===== config.mk =====
export PLATFORM = sky130hd
export DESIGN_NAME = stpclk_throttle
export DESIGN_NICKNAME = d
export VERILOG_FILES = /design/src/rtl/throttle_pkg.sv /design/src/rtl/throttle_ctrl_reg.sv /design/src/rtl/throttle_source_sel.sv /design/src/rtl/throttle_period_gen.sv /design/src/rtl/stpclk_throttle.sv
export SDC_FILE = /design/constraint.sdc
export NUM_CORES = 1
export LEC_CHECK = 0
export ABC_CLOCK_PERIOD_IN_PS = 3000
export BUFFER_PORTS_ARGS = -buffer_cell sky130_fd_sc_hd__buf_2
export CAP_MARGIN = 20
export CORE_MARGIN = 8
export CORE_UTILIZATION = 55
export CTS_CLUSTER_DIAMETER = 120
export DETAILED_ROUTE_END_ITERATION = 16
export PLACE_DENSITY = 0.78
export SYNTH_ARGS = -nofsm -noshare
export SYNTH_HDL_FRONTEND = slang
export SYNTH_SLANG_ARGS = --single-unit

===== constraint.sdc =====
create_clock -name clk -period 3 [get_ports clk]
set_input_delay 0.45 -clock clk [delete_from_list [all_inputs] [get_ports clk]]
set_output_delay 0.45 -clock clk [all_outputs]
set_load 0.01 [all_outputs]

===== src/rtl/throttle_pkg.sv =====
package throttle_pkg;

    localparam int DUTY_W = 3;
    localparam int REG_W  = 8;

    // register bit positions (software decodes these)
    localparam int THM_LSB = 5;
    localparam int EN_BIT  = 4;
    localparam int SW_LSB  = 1;

    typedef logic [DUTY_W-1:0] duty_code_t;

    // packed image of bits 7:1 of the control register
    typedef struct packed {
        duty_code_t thm;
        logic       en;
        duty_code_t sw;
    } ctrl_reg_t;

    typedef struct packed {
        logic       active;
        duty_code_t code;
    } throttle_req_t;

    // low time in eighths of the window; code 0 aliases to half
    function automatic logic [2:0] duty_eighths(input duty_code_t code);
        logic [3:0] m;
        if (code == '0) m = 4'd4;
        else            m = 4'd8 - {1'b0, code};
        return m[2:0];
    endfunction

endpackage


===== src/rtl/throttle_ctrl_reg.sv =====
module throttle_ctrl_reg
    import throttle_pkg::*;
(
    input  logic       clk,
    input  logic       rst,
    input  logic       wr_en,
    input  logic [REG_W-1:1] wr_bits,
    output ctrl_reg_t  ctrl
);

    ctrl_reg_t ctrl_q;
    logic      thm_locked_q;

    always_ff @(posedge clk) begin
        if (rst) begin
            ctrl_q       <= '0;
            thm_locked_q <= 1'b0;
        end else if (wr_en) begin
            ctrl_q.en    <= wr_bits[EN_BIT];
            ctrl_q.sw    <= wr_bits[SW_LSB +: DUTY_W];
            thm_locked_q <= 1'b1;
            if (!thm_locked_q)
                ctrl_q.thm <= wr_bits[THM_LSB +: DUTY_W];
        end
    end

    assign ctrl = ctrl_q;

    // once locked, the thermal field must not move on a write
    assert_thm_frozen_R4: assert property (@(posedge clk) disable iff (rst)
        (thm_locked_q && wr_en) |=> $stable(ctrl_q.thm));

    // any write arms the lock
    assert_lock_arms_R4: assert property (@(posedge clk) disable iff (rst)
        wr_en |=> thm_locked_q);

endmodule


===== src/rtl/throttle_source_sel.sv =====
module throttle_source_sel
    import throttle_pkg::*;
(
    input  ctrl_reg_t     ctrl,
    input  logic          thermal_hot,
    input  logic          in_c0,
    output throttle_req_t req
);

    logic sw_want;
    logic thm_want;

    always_comb begin
        sw_want    = ctrl.en && in_c0;
        thm_want   = thermal_hot && in_c0;
        req.active = sw_want || thm_want;
        if (thm_want)
            req.code = ctrl.thm;
        else
            req.code = ctrl.sw;
    end

endmodule


===== src/rtl/throttle_period_gen.sv =====
module throttle_period_gen
    import throttle_pkg::*;
#(
    parameter int PERIOD_LOG2 = 10
) (
    input  logic          clk,
    input  logic          rst,
    input  throttle_req_t req,
    output logic          stpclk_n
);

    localparam int PW      = PERIOD_LOG2;
    localparam int FRAC_SH = PW - 3;

    logic [PW-1:0] cnt_q;
    logic [PW-1:0] limit_q;
    logic [PW-1:0] new_limit;
    logic [PW-1:0] eff_limit;
    logic          stp_q;
    logic          at_start;

    always_comb begin
        new_limit = {duty_eighths(req.code), {FRAC_SH{1'b0}}};
        at_start  = (cnt_q == '0);
        eff_limit = at_start ? new_limit : limit_q;
    end

    always_ff @(posedge clk) begin
        if (rst) begin
            cnt_q   <= '0;
            limit_q <= '0;
            stp_q   <= 1'b1;
        end else if (!req.active) begin
            cnt_q <= '0;
            stp_q <= 1'b1;
        end else begin
            cnt_q <= cnt_q + PW'(1);
            if (at_start)
                limit_q <= new_limit;
            stp_q <= !(cnt_q < eff_limit);
        end
    end

    assign stpclk_n = stp_q;

    // no request means a released output next cycle
    assert_idle_high_R8: assert property (@(posedge clk) disable iff (rst)
        !req.active |=> stp_q);

    // every window opens with an asserted cycle
    assert_window_starts_low_R1: assert property (@(posedge clk) disable iff (rst)
        (req.active && at_start) |=> !stp_q);

    // once released inside a window, stays released until the wrap
    assert_no_reassert_R1: assert property (@(posedge clk) disable iff (rst)
        (req.active && !at_start && stp_q) |=> stp_q);

endmodule


===== src/rtl/stpclk_throttle.sv =====
module stpclk_throttle
    import throttle_pkg::*;
#(
    parameter int PERIOD_LOG2 = 10
) (
    input  logic             clk,
    input  logic             rst,
    input  logic             wr_en,
    input  logic [REG_W-1:0] wr_data,
    input  logic             thermal_hot,
    input  logic             in_c0,
    output logic             stpclk_n,
    output logic [REG_W-1:0] rd_data
);

    ctrl_reg_t     ctrl;
    throttle_req_t req;
    logic          unused_rsvd_bit;

    assign unused_rsvd_bit = wr_data[0];

    throttle_ctrl_reg u_reg (
        .clk     (clk),
        .rst     (rst),
        .wr_en   (wr_en),
        .wr_bits (wr_data[REG_W-1:1]),
        .ctrl    (ctrl)
    );

    throttle_source_sel u_sel (
        .ctrl        (ctrl),
        .thermal_hot (thermal_hot),
        .in_c0       (in_c0),
        .req         (req)
    );

    throttle_period_gen #(
        .PERIOD_LOG2 (PERIOD_LOG2)
    ) u_gen (
        .clk      (clk),
        .rst      (rst),
        .req      (req),
        .stpclk_n (stpclk_n)
    );

    assign rd_data = {ctrl, 1'b0};

    // C2 state never throttles
    assert_c2_released_R7: assert property (@(posedge clk) disable iff (rst)
        !in_c0 |=> stpclk_n);

    // reset leaves the output released
    assert_reset_released_R11: assert property (@(posedge clk)
        rst |=> stpclk_n);

endmodule


==> flow_summary_export.csv, run 1 <==
group,metric,value,unit
synth,synth_area_leaders,"dfxtp_1 (40%), ha_1 (10%), mux2i_1 (8.3%)",
worst_setup_path,r2r_slack,0.51,ns
pwr,ir_worst_vdd,0.325,mV
die,core-area,2480,um^2
worst_setup_path,crit_buf_inv,1,
placement,dp_cells,201,
timing,rsz0062_at_grt,"no",
global_route,grt_pass1_vias,1117,
timing,fin_setup_tns,0,ns
synth,synth_edf_count,0,
synth,synth-async-reset-ratio,0,%
worst_setup_path,start_kind,"flip-flop",
synth,ys_warn_count,0,
clock_network,clkLatencyLatePin,0.32,ns
final_layout,layout.nets,203,
final_layout,utilization,65.4,%
global_route,grt_overflow_total,0,
die,die_w,67.2,um
clock_network,ctsRootBufferMaster,"clkbuf_4",
pwr,p_leak,0.685,nW
synth,syn_avg_cell_area,9.19,um^2
clock_network,post_cts_resized,0,
synth,synth_flop_cell,"dfxtp_1",
clock_network,clk_pin_slew_worst_paths,0.09,ns
worst_setup_path,critPathArrivalTime,2.69,ns
routing,wl_per_cell,13.1,um
worst_setup_path,endpoint,"u_gen.stpclk_n",
global_route,antenna_found_initial,0,
status,status,"finished, final reports clean",
placement,dp_hpwl,2.10,mm
timing,clock.fmax,402,MHz
clock_network,cts-buffers-inserted,5,
die,start_util,58.2,%
placement,place_ws,0.479,ns
timing,maxSlewViolCount,0,
worst_setup_path,cp-end-kind,"flip-flop",
worst_setup_path,path_max_fanout,11,
global_route,grt_start_max_net_pins,14,
routing,drtIter0Drc,80,
pwr,p_per_area,461,nW/um^2
worst_setup_path,timing.rr.end,"u_gen.stpclk_n",
synth,syn_inst,157,
clock_network,holdBufCountCts,0,
placement,portBuffers,19,
worst_setup_path,path_depth,10,
final_layout,syn2layout_area_growth,12.3,%
global_route,grt_pass1_wl,4.85,mm
clock_network,ctsHtreeMaxLevel,2,
die,dieArea,4520,um^2
timing,setup_viol,0,
synth,synth_top_cell_by_area,"dfxtp_1",
final_layout,layout-drive-gt1-share,19.0,%
synth,syn_nets,182,
die,io_pins,22,
final_layout,stdcell_count,209,
clock_network,cts.path.max_buffers,2,
routing,antenna_left,0,
synth,seq_area_frac_synth,40.2,%
worst_setup_path,crit_start,"u_gen.cnt_q[0]",
worst_setup_path,cpMostUsedCell,"ha_1",
synth,yosysUniqueCellTypes,36,
timing,timing.final.crit_share,83.0,%
die,die_y,67.2,um
clock_network,tritoncts,"done",
routing,via_per_inst,5.36,
worst_setup_path,r2r-start,"u_gen.cnt_q[0]",
routing,drc,0,
die,num_rows,18,
timing,finalCriticalPeriod,2.49,ns
clock_network,postCtsSetupRepairBufs,0,
worst_setup_path,setup.worst_path.class,"reg -> reg",
worst_setup_path,cpPeakStageDelay,0.39,ns
routing,first_pass_iters,4,
routing,drt-total-wl,2.75,mm
synth,netlist_area,1440,um^2
worst_setup_path,crit_required,3.20,ns
timing,skew,0.00606,ns
worst_setup_path,worstPathCellList,"inv_1, ha_1, nor3b_2, nand3_1, nor2_1, a21oi_1, ha_1, and4_1, a211oi_1, o211ai_1",
worst_setup_path,crit_family,"simple AND/OR/NAND/NOR gates",
run,cap_violations,0,
worst_setup_path,reg2reg_depth,10,
timing,report.final.hold_viol_count,0,
timing,finalWorstSetupSlack,0.510,ns
min_path,hold_class,"in -> reg",
synth,synth_top_area_share,40.2,%
final_layout,antenna_cells,0,
worst_setup_path,slowest_stage,"nand3_1",
global_route,grt_usage,13.7,%
placement,gp_congestion,0.780,
clock_network,cts.sinks,29,
pwr,total_power,0.000746,W
routing,vias,1121,
synth,synth-seq-cells,29,
[worst register-to-register path, delay by kind of cell, from the launching register on]
family | cells | cell delay (ns)
simple gates | 4 | 1.05
fa+ha+maj | 2 | 0.46
compound gates | 3 | 0.40
flops | 1 | 0.38
buf+inv | 1 | 0.08
[kinds of logic (layout without fill, tap and decap cells)]
| logic type | after synthesis | count (layout) | synth area share (%) |
|---|---|---|---|
| AOI/OAI and AO/OA | 20 | 20 | 8.93 |
| xor gates and xnor gates | 6 | 6 | 3.64 |
| adders and majority gates | 12 | 12 | 10.4 |
| buffers and inverters | 11 | 33 | 3.30 |
| DFF | 29 | 29 | 40.2 |
| muxes | 12 | 12 | 8.33 |
| other | 1 | 1 | 0.260 |
| and+or+nand+nor | 66 | 66 | 24.9 |
[routing by layer]
layer	wire length, um	vias up	global-route usage (%)
li1	-	576	-
met1	1260	518	15.6
met2	1290	19	22.7
met3	140	8	4.80
met4	51	0	6.53
met5	0	-	0
[layout by cell type, fill, tap and decap left out]
cell type,instances
dfxtp_1,29
nor2_1,24
buf_2,19
mux2i_1,12
nand2_1,12
ha_1,12
and2_1,8
nand3_1,7
a21oi_1,7
inv_1,6
clkbuf_4,5
xnor2_1,4
o21ai_0,4
a21bo_2,2
nor2b_1,2
o211ai_1,2
or3_1,2
xor2_1,2
clkbuf_8,2
a32oi_1,1
nor4_4,1
nor3b_2,1
a31oi_1,1
o21a_1,1
nand4_4,1
nor2b_4,1
nand2b_1,1
nor4_1,1
or2_1,1
a21oi_2,1
and4_1,1
and3_1,1
a211oi_1,1
nand4_1,1
nor3_1,1
conb_1,1
clkinv_2,1
[per-stage QoR]
step                      hold slack, ns  area, um^2
after detailed placement           0.447        1550
after global placement             0.445        1550
after global routing               0.364        1620
after CTS                          0.357        1620
final                              0.364        1620
after floorplan                    0.421        1440
[where the power goes]
group | internal (W) | switching (W)
clock | 0.000136 | 0.000133
sequential | 0.000395 | 0.00000680
combinational | 0.0000351 | 0.0000416
total | 0.000565 | 0.000181
[sequential cells by signal (all words and copies together), names as in the netlist]
name and flops:
u_reg.thm_locked_q 1, u_reg.ctrl 7, u_gen.limit_q 10, u_gen.stpclk_n 1, u_gen.cnt_q 10
[layout make-up]
class                           count  area, um^2
Timing Repair Buffer               19        95.1
Clock inverter                      1        5.00
Fill cell                         214         857
Sequential cell                    29         581
Multi-Input combinational cell    117         815
Tap cell                           30        37.5
Inverter                            6        22.5
Clock buffer                        7        65.1
[cell usage after synthesis (all sizes together), types with 4 or more instances]
library cell / number
nand2: 12
xnor2: 4
nand3: 7
nor2: 24
mux2i: 12
inv: 6
a21oi: 8
o21ai: 4
and2: 8
dfxtp: 29
ha: 12
[worst min-delay path by stage]
stage	from	endpoint	slack [ns]	cells after the start
after global placement	u_reg.thm_locked_q	u_reg.thm_locked_q	0.44	2
final	wr_data[6]	u_reg.ctrl[5]	0.36	3
after floorplan	u_gen.limit_q[0]	u_gen.limit_q[0]	0.42	1
after CTS	wr_data[7]	u_reg.ctrl[6]	0.36	3
after detailed placement	u_gen.limit_q[6]	u_gen.limit_q[6]	0.45	1
after global routing	wr_data[1]	u_reg.ctrl[0]	0.36	3
(Power assumes the default switching activity.)
==> inputs of run 2 (changes only) <==
--- a/config.mk
+++ b/config.mk
@@ -5,14 +5,14 @@
 export SDC_FILE = /design/constraint.sdc
 export NUM_CORES = 1
 export LEC_CHECK = 0
-export ABC_CLOCK_PERIOD_IN_PS = 3000
+export ABC_CLOCK_PERIOD_IN_PS = 2000
 export BUFFER_PORTS_ARGS = -buffer_cell sky130_fd_sc_hd__buf_2
 export CAP_MARGIN = 20
 export CORE_MARGIN = 8
-export CORE_UTILIZATION = 55
+export CORE_UTILIZATION = 50
 export CTS_CLUSTER_DIAMETER = 120
 export DETAILED_ROUTE_END_ITERATION = 16
-export PLACE_DENSITY = 0.78
+export PLACE_DENSITY = 0.74
 export SYNTH_ARGS = -nofsm -noshare
 export SYNTH_HDL_FRONTEND = slang
 export SYNTH_SLANG_ARGS = --single-unit
==> constraint.sdc (replaced) <==
create_clock -name clk -period 2 [get_ports clk]
set_input_delay 0.3 -clock clk [delete_from_list [all_inputs] [get_ports clk]]
set_output_delay 0.3 -clock clk [all_outputs]
set_load 0.01 [all_outputs]
==> flow_summary_export.csv, run 2 (synthesis gave the netlist of run 1 again) <==
group,metric,value,unit
status,status,"finished with violations",
status,violations,"negative setup slack",
final_layout,fillers,228,
worst_setup_path,path_max_fanout,2,
min_path,hold_class,"in -> reg",
final_layout,utilization,67.8,%
routing,wl_per_cell,14.8,um
die,io_pins,22,
worst_setup_path,path_depth,10,
worst_setup_path,cp-end-kind,"flip-flop",
worst_setup_path,critPathArrivalTime,2.34,ns
worst_setup_path,crit_required,2.21,ns
placement,place_ws,-0.325,ns
clock_network,tritoncts,"done",
worst_setup_path,reg2reg_depth,10,
worst_setup_path,start_kind,"flip-flop",
placement,dp_cells,218,
run,cap_violations,0,
global_route,grt_pass1_wl,5.79,mm
routing,drc,0,
timing,maxSlewViolCount,0,
placement,portBuffers,19,
global_route,grt_start_max_net_pins,14,
final_layout,stdcell_count,233,
clock_network,cts.sinks,29,
global_route,antenna_found_initial,0,
clock_network,ctsHtreeMaxLevel,2,
routing,via_per_inst,5.28,
die,num_rows,19,
clock_network,clkLatencyLatePin,0.33,ns
worst_setup_path,cpPeakStageDelay,0.34,ns
min_path,holdPathStages,3,
timing,skew,0.0183,ns
clock_network,cts-buffers-inserted,5,
final_layout,layout_common_cells,"dfxtp_1 (27), nor2_1 (24), buf_4 (22), buf_2 (19)",
final_layout,final_common_cell,"dfxtp_1",
pwr,ir_worst_vdd,0.509,mV
timing,timing.final.crit_share,107,%
placement,dp_hpwl,2.43,mm
routing,drt-total-wl,3.46,mm
worst_setup_path,crit_buf_inv,1,
die,core-area,2760,um^2
pwr,total_power,0.00118,W
timing,report.final.hold_viol_count,0,
timing,hold_ws,0.197,ns
timing,rsz0062_at_grt,"yes",
die,die_w,69.7,um
worst_setup_path,slowest_stage,"dfxtp_2",
final_layout,layout-drive-gt1-share,34.2,%
clock_network,clk_pin_slew_worst_paths,0.10,ns
global_route,grt_pass1_vias,1282,
routing,antenna_left,0,
routing,first_pass_iters,4,
die,die_y,69.7,um
final_layout,syn2layout_area_growth,29.7,%
final_layout,layout.nets,226,
global_route,grt_overflow_total,0,
timing,finalWorstSetupSlack,-0.136,ns
placement,gp_congestion,0.787,
clock_network,cts.path.max_buffers,2,
clock_network,ctsRootBufferMaster,"clkbuf_4",
worst_setup_path,crit_family,"compound AO/OA/AOI/OAI gates",
die,dieArea,4860,um^2
die,start_util,52.3,%
pwr,p_per_area,631,nW/um^2
final_layout,antenna_cells,0,
worst_setup_path,setup.worst_path.class,"reg -> reg",
pwr,p_leak,0.822,nW
timing,setup_viol,1,
routing,vias,1230,
clock_network,holdBufCountCts,0,
worst_setup_path,worstPathCellList,"a21bo_4, and2_4, ha_4, inv_2, a31oi_4, mux2i_1, ha_1, and4_4, a211oi_2, o211ai_1",
timing,clock.fmax,468,MHz
global_route,grt_usage,14.2,%
timing,finalCriticalPeriod,2.14,ns
routing,drtIter0Drc,38,
run 2: cell type report:
type	count	area [um^2]	area share, %
multi-input cells	117	885	47.3
flip-flops and latches	29	583	31.2
repair buffers	42	272	14.5
clock buffers	7	65.1	3.48
well taps	31	38.8	2.07
inverters	6	22.5	1.20
clock inverters	1	5.00	0.268
run 2: timing repair:
action,in CTS,in global routing
endpoints found under the setup margin,1,1
setup buffers,5,2
pin swaps,8,5
resized for setup,10,7
run 2: worst paths after layout:
check,startpoint,end,slack [ns]
max,u_reg.ctrl[0],u_gen.stpclk_n,-0.14
min,wr_data[1],u_reg.ctrl[0],0.20
max reg2reg,u_reg.ctrl[0],u_gen.stpclk_n,-0.14
min reg2reg,u_gen.limit_q[0],u_gen.limit_q[0],0.48
run 2: layer usage:
layer / up-vias / share of wire (%) / GRT usage (%)
met5: - / 0 / 0
li1: 623 / - / -
met1: 571 / 44 / 15.8
met3: 9 / 3.6 / 5.01
met2: 27 / 51 / 24.7
met4: 0 / 2.1 / 4.69
run 2: per-stage QoR:
| step | setup TNS (ns) | area, um^2 |
|---|---|---|
| floorplan | -0.0935 | 1450 |
| global placement | -0.241 | 1680 |
| detailed placement | -0.325 | 1680 |
| CTS | -0.149 | 1830 |
| global route | -0.210 | 1870 |
| finish | -0.136 | 1870 |
run 2: tightest hold or removal path, stage by stage:
cell and delay [ns]:
buf_2 0.07, mux2i_1 0.05, nor2_1 0.07
run 2: report_power, final:
group	total (W)	switching (W)	internal (W)	leakage [nW]
sequential	0.000602	0.00000945	0.000592	0.237
combinational	0.000170	0.0000832	0.0000868	0.544
clock	0.000409	0.000205	0.000204	0.0413
total	0.00118	0.000298	0.000883	0.822
